### config.mk
export PLATFORM = sky130hd
export DESIGN_NAME = wdt_status
export DESIGN_NICKNAME = d
export VERILOG_FILES = /design/src/rtl/wdt_status_pkg.sv /design/src/rtl/wdt_err_flags.sv /design/src/rtl/wdt_mode_flags.sv /design/src/rtl/wdt_timer.sv /design/src/rtl/wdt_prewarn.sv /design/src/rtl/wdt_status.sv
export SDC_FILE = /design/constraint.sdc
export NUM_CORES = 1
export LEC_CHECK = 0
export BUFFER_PORTS_ARGS = -buffer_cell sky130_fd_sc_hd__buf_2
export CAP_MARGIN = 20
export CELL_PAD_IN_SITES_DETAIL_PLACEMENT = 0
export CELL_PAD_IN_SITES_GLOBAL_PLACEMENT = 2
export CORE_MARGIN = 5
export CORE_UTILIZATION = 32
export CTS_BUF_LIST = sky130_fd_sc_hd__clkbuf_8
export DETAILED_ROUTE_END_ITERATION = 8
export PLACE_DENSITY_LB_ADDON = 0.3
export SLEW_MARGIN = 15
export SYNTH_ARGS = -nofsm -noshare
export SYNTH_HDL_FRONTEND = slang
export SYNTH_SLANG_ARGS = --single-unit
### constraint.sdc
create_clock -name clk_i -period 5.8 [get_ports clk_i]
set_clock_uncertainty 0.15 [all_clocks]
set_input_delay 0.58 -clock clk_i [delete_from_list [all_inputs] [get_ports clk_i]]
set_output_delay 0.58 -clock clk_i [all_outputs]
set_load 0.005 [all_outputs]
### src/rtl/wdt_status_pkg.sv
package wdt_status_pkg;
  typedef enum logic [1:0] {
    CAUSE_POR = 2'b00,
    CAUSE_HW  = 2'b01,
    CAUSE_SW  = 2'b10,
    CAUSE_WDT = 2'b11
  } rst_cause_e;

  localparam int unsigned CNT_W     = 16;
  localparam logic [CNT_W-1:0] CNT_RST = 16'hFFFC;
  localparam int unsigned N_ERR     = 2;
  localparam int unsigned ERR_ACC   = 0;
  localparam int unsigned ERR_OVF   = 1;
endpackage

### src/rtl/wdt_err_flags.sv
module wdt_err_flags #(
  parameter int unsigned N = 2
) (
  input  logic         clk_i,
  input  logic         rst_ni,
  input  logic         srst_i,
  input  logic         keep_i,
  input  logic [N-1:0] set_i,
  input  logic         clr_i,
  output logic [N-1:0] flags_o
);
  for (genvar g = 0; g < N; g++) begin : g_flag
    logic q;
    always_ff @(posedge clk_i or negedge rst_ni) begin
      if (!rst_ni)         q <= 1'b0;
      else if (srst_i)     q <= keep_i ? q : 1'b0;
      else if (set_i[g])   q <= 1'b1;   // set beats clear
      else if (clr_i)      q <= 1'b0;
    end
    assign flags_o[g] = q;
  end
endmodule

### src/rtl/wdt_mode_flags.sv
module wdt_mode_flags (
  input  logic clk_i,
  input  logic rst_ni,
  input  logic srst_i,
  input  logic prewarn_i,
  input  logic mod_valid_i,
  input  logic mod_endinit_i,
  input  logic mod_disable_i,
  input  logic mod_clksel_i,
  output logic dis_o,
  output logic clksel_o,
  output logic tomode_o
);
  always_ff @(posedge clk_i or negedge rst_ni) begin
    if (!rst_ni) begin
      dis_o    <= 1'b0;
      clksel_o <= 1'b0;
      tomode_o <= 1'b1;
    end else if (srst_i) begin
      dis_o    <= 1'b0;
      clksel_o <= 1'b0;
      tomode_o <= 1'b1;
    end else if (mod_valid_i) begin
      dis_o    <= mod_disable_i;
      clksel_o <= mod_clksel_i;
      if (!mod_endinit_i)  tomode_o <= 1'b1;
      else if (!prewarn_i) tomode_o <= 1'b0;
    end
  end
endmodule

### src/rtl/wdt_timer.sv
module wdt_timer #(
  parameter int unsigned       W      = 16,
  parameter logic [W-1:0]      RST_V  = '1
) (
  input  logic         clk_i,
  input  logic         rst_ni,
  input  logic         srst_i,
  input  logic         load_i,
  input  logic [W-1:0] load_val_i,
  input  logic         inc_i,
  output logic [W-1:0] cnt_o,
  output logic         wrap_o
);
  assign wrap_o = inc_i && !load_i && (cnt_o == '1);

  always_ff @(posedge clk_i or negedge rst_ni) begin
    if (!rst_ni)      cnt_o <= RST_V;
    else if (srst_i)  cnt_o <= RST_V;
    else if (load_i)  cnt_o <= load_val_i;
    else if (inc_i)   cnt_o <= cnt_o + 1'b1;
  end
endmodule

### src/rtl/wdt_prewarn.sv
module wdt_prewarn #(
  parameter int unsigned CYCLES = 16
) (
  input  logic clk_i,
  input  logic rst_ni,
  input  logic srst_i,
  input  logic wrap_i,
  output logic pw_o,
  output logic req_o
);
  localparam int unsigned CW = (CYCLES > 2) ? $clog2(CYCLES) : 1;
  localparam logic [CW-1:0] LOAD = CW'(CYCLES - 1);

  logic [CW-1:0] cnt_q;
  logic          fired_q;
  logic          expire;

  assign expire = pw_o && (cnt_q == '0) && !fired_q;

  always_ff @(posedge clk_i or negedge rst_ni) begin
    if (!rst_ni) begin
      pw_o    <= 1'b0;
      cnt_q   <= '0;
      fired_q <= 1'b0;
      req_o   <= 1'b0;
    end else if (srst_i) begin
      pw_o    <= 1'b0;
      cnt_q   <= '0;
      fired_q <= 1'b0;
      req_o   <= 1'b0;
    end else begin
      req_o <= expire;
      if (expire) fired_q <= 1'b1;
      if (!pw_o && wrap_i) begin
        pw_o  <= 1'b1;
        cnt_q <= LOAD;
      end else if (pw_o && cnt_q != '0) begin
        cnt_q <= cnt_q - 1'b1;
      end
    end
  end
endmodule

### src/rtl/wdt_status.sv
module wdt_status
  import wdt_status_pkg::*;
#(
  parameter int unsigned PW_CYCLES = 16
) (
  input  logic        clk_i,
  input  logic        rst_ni,
  input  logic        srst_i,
  input  logic [1:0]  rst_cause_i,
  input  logic        pw_err_i,
  input  logic        mod_err_i,
  input  logic        mod_valid_i,
  input  logic        mod_endinit_i,
  input  logic        mod_disable_i,
  input  logic        mod_clksel_i,
  input  logic [15:0] reload_i,
  input  logic        tick_i,
  output logic [31:0] status_o,
  output logic        wdt_rst_req_o
);
  logic [CNT_W-1:0] cnt;
  logic [N_ERR-1:0] err, err_set;
  logic             wrap, pw, dis, clksel, tomode;
  logic             endinit_wr, err_clr, inc;

  assign endinit_wr = mod_valid_i && mod_endinit_i;
  assign err_clr    = endinit_wr && !pw;
  assign inc        = tick_i && !dis && !pw;

  assign err_set[ERR_ACC] = pw_err_i || mod_err_i;
  assign err_set[ERR_OVF] = wrap && tomode;

  wdt_timer #(.W(CNT_W), .RST_V(CNT_RST)) u_timer (
    .clk_i, .rst_ni, .srst_i,
    .load_i(endinit_wr), .load_val_i(reload_i), .inc_i(inc),
    .cnt_o(cnt), .wrap_o(wrap)
  );

  wdt_prewarn #(.CYCLES(PW_CYCLES)) u_pw (
    .clk_i, .rst_ni, .srst_i,
    .wrap_i(wrap), .pw_o(pw), .req_o(wdt_rst_req_o)
  );

  wdt_err_flags #(.N(N_ERR)) u_err (
    .clk_i, .rst_ni, .srst_i,
    .keep_i(rst_cause_e'(rst_cause_i) == CAUSE_WDT),
    .set_i(err_set), .clr_i(err_clr), .flags_o(err)
  );

  wdt_mode_flags u_mode (
    .clk_i, .rst_ni, .srst_i,
    .prewarn_i(pw), .mod_valid_i, .mod_endinit_i,
    .mod_disable_i, .mod_clksel_i,
    .dis_o(dis), .clksel_o(clksel), .tomode_o(tomode)
  );

  assign status_o = {cnt, 10'b0, pw, tomode, dis, clksel, err[ERR_OVF], err[ERR_ACC]};
endmodule

==> metrics <==
number of diodes 0; mux cell area share after synthesis 1.813%; first-pass GRT wire length 7631 um; dominant synthesized flop cell dfstp_2; worst-margin pin slew 0.7887 ns; TritonCTS clock tree yes; core area 0.005172 sq mm; post-cts resize count 0; largest family of logic cells by synthesized area simple AND/OR/NAND/NOR gates; I/O Pins 61; CTS max path bufs 2; buffers added on ports 50; Max Cap Viol 0; min Tclk post-route 1.987 ns; synth top area cells dfstp_2 (23%), dfrtp_1 (19%), buf_4 (7.4%); post-synth top area share 22.84%; Clock Sinks 28; drt drc 0; Post-Synth Adder-Cell Area 1.450%; Post-DP Area 0.001946 sq mm; area growth from synthesis to layout 15.95%; maximum VDD drop 0.08390 mV; highest clock rate 503.3 MHz; Synth Register Bits 28; clock-pin slew on the worst setup and hold paths 0.10 ns; RD Place Congestion 0.7756; CP Max Fanout 11; Design Area, Final 0.002001 sq mm; CTS Hold Bufs 0; largest net degree at the start of global routing 29; Avg Inst Size Synth 9.480 sq um; Setup crit end kind flip-flop; Place WS 3.685 ns; PwrDens 210.0 mW/mm^2; Post-synth ARST share 100.0%; setup_tns 0 ns; TritonRoute pass-1 iters 4; Tot Pwr 0.4201 mW; flop2flop setup slack 3.81 ns; period utilization 34.25%; crit path to u_pw.cnt_q[0]$_DFFE_PN0P_; post-CTS setup buffers 0; Post-Synthesis Cell Area 0.001725 sq mm; worst hold path class in2async; Detailed Place HPWL 3355 um; WP data arrival 2.04 ns; crit path launch u_pw.pw_o$_DFFE_PN0P_; initial drt markers 75; RSZ-0062 raised after global routing no; post-synthesis sequential area ratio 41.70%; Slew Limit Fails 0; drt via density 4.898; GRT overflow 0; wire length after detailed routing 4395 um; Post-Synth Simple-Gate Area 25.24%; leakage power total 0.8736 nW; Critical R2R Capture u_pw.cnt_q[0]$_DFFE_PN0P_; Antenna Violating Nets Remaining 0; DR WL/cell 15.00 um; vias 1435; relative slew slack 47.42%; worst r2r path cells 5; XOR/XNOR share of the synthesized area 6.091%; Post-Syn Instances 182; CTS buffer count 3; Fin. Hold Viols 0; Final Net Count 254; Final setup viols 0; Initial Util 33.36%; Post-synth EDFFs 0; die span in y 83.43 um; share of cells above drive strength 1 37.22%; Finished Core Util 38.68%; H-Tree Depth 1; Setup WS post-layout 3.813 ns; clock latency at the later pin of the worst-skew pair 0.28 ns; Die X 83.43 um; initial antenna violation count 0; worst setup path class reg2reg; GRT Util Overall 13.18%; Req. time, crit path 5.86 ns; top post-synthesis cells by count buf_4 (17), nor2_1 (17), dfstp_2 (15), dfrtp_1 (13), nand2_1 (10); Synth Area in Compound Gates 12.98%; Netlist cell types 45; RR Startpoint u_pw.pw_o$_DFFE_PN0P_; DIE AREA 0.006961 sq mm; outcome completed; Worst setup SP type flip-flop; Rows 26; Yosys warnings 0; vias in the first global route 1460; Synth area leader dfstp_2; Clk Tree Root Cell clkbuf_8
## routing by layer
| metal | vias to the layer above | GRT usage, % | routed length, um |
|---|---|---|---|
| met3 | 5 | 1.782 | 214 |
| li1 | 705 | - | - |
| met2 | 43 | 21.21 | 2132 |
| met1 | 682 | 18.19 | 1981 |
| met5 | - | 0 | 0 |
| met4 | 0 | 4.386 | 67 |
## through the flow
step                hold slack, ns  cells
detailed placement          0.2716    289
CTS                         0.1802    293
global placement            0.2670    289
floorplan                   0.1344    191
finish                      0.1547    293
global route                0.2082    293
## final cells by class
class                      count  area [sq um]
multi-input combinational    134         858.3
inverter                       6         22.52
tap                           70         87.58
timing repair buffer          51         257.7
fill                         510          3172
sequential                    28         719.4
clock buffer                   4         55.05
## sequential cells by signal, indices dropped and copies added, names as in the netlist
signal and flops:
u_pw.pw_o 1, u_pw.cnt_q 4, u_timer.cnt_o 16, u_pw.req_o 1
u_err.g_flag.q 2, u_mode.dis_o 1, u_mode.tomode_o 1, u_pw.fired_q 1
u_mode.clksel_o 1
## worst min-delay path by stage
| stage | startpoint | end | slack, ns | cells after the start |
|---|---|---|---|---|
| 3_5_place_dp | u_pw.fired_q$_DFFE_PN0P_ | u_pw.req_o$_DFF_PN0_ | 0.27 | 1 |
| 2_1_floorplan | rst_ni | u_err.g_flag[0].q$_DFFE_PN0P_ | 0.13 | 0 |
| 4_1_cts | rst_ni | u_timer.cnt_o[0]$_DFFE_PN0P_ | 0.18 | 1 |
| 6_report | rst_ni | u_timer.cnt_o[1]$_DFFE_PN0P_ | 0.15 | 1 |
| 3_3_place_gp | u_pw.fired_q$_DFFE_PN0P_ | u_pw.req_o$_DFF_PN0_ | 0.27 | 1 |
| 5_1_grt | rst_ni | u_timer.cnt_o[1]$_DFFE_PN0P_ | 0.21 | 1 |
## power by group
| part | internal [mW] | switching [mW] |
|---|---|---|
| logic | 0.0320 | 0.0421 |
| clock network | 0.0609 | 0.0623 |
| registers | 0.210 | 0.0133 |
## worst max-delay path, stage by stage, from the launching register on
cell,delay (ns)
dfrtp_1,0.53
nor4bb_1,0.33
buf_4,0.21
nand4_4,0.12
or3b_4,0.43
a21oi_2,0.14
## layout by cell type (no fill, tap or decap), drive strengths merged, types with 2 or more instances in the layout
cell    instances
o22ai           2
ha              2
xor2            5
dfrtp          13
or3b            3
a31oi           5
dfstp          15
nor3            7
o21ai           7
mux2i           2
conb           10
a21oi          12
and4            4
nand3           9
inv             6
nand4           6
nand2          10
nor2           17
and3            5
buf            51
nor4bb          2
clkbuf          4
nor4            2
or3             3
xnor2           7
## cell families after synthesis
group | count (synthesis)
AO/OA/AOI/OAI | 35
XOR/XNOR | 12
adder cells (fa/ha/maj) | 2
buffers and inverters | 29
flip-flops | 28
multiplexers | 3
other | 1
AND/OR/NAND/NOR | 72
(Power assumes the default switching activity.)
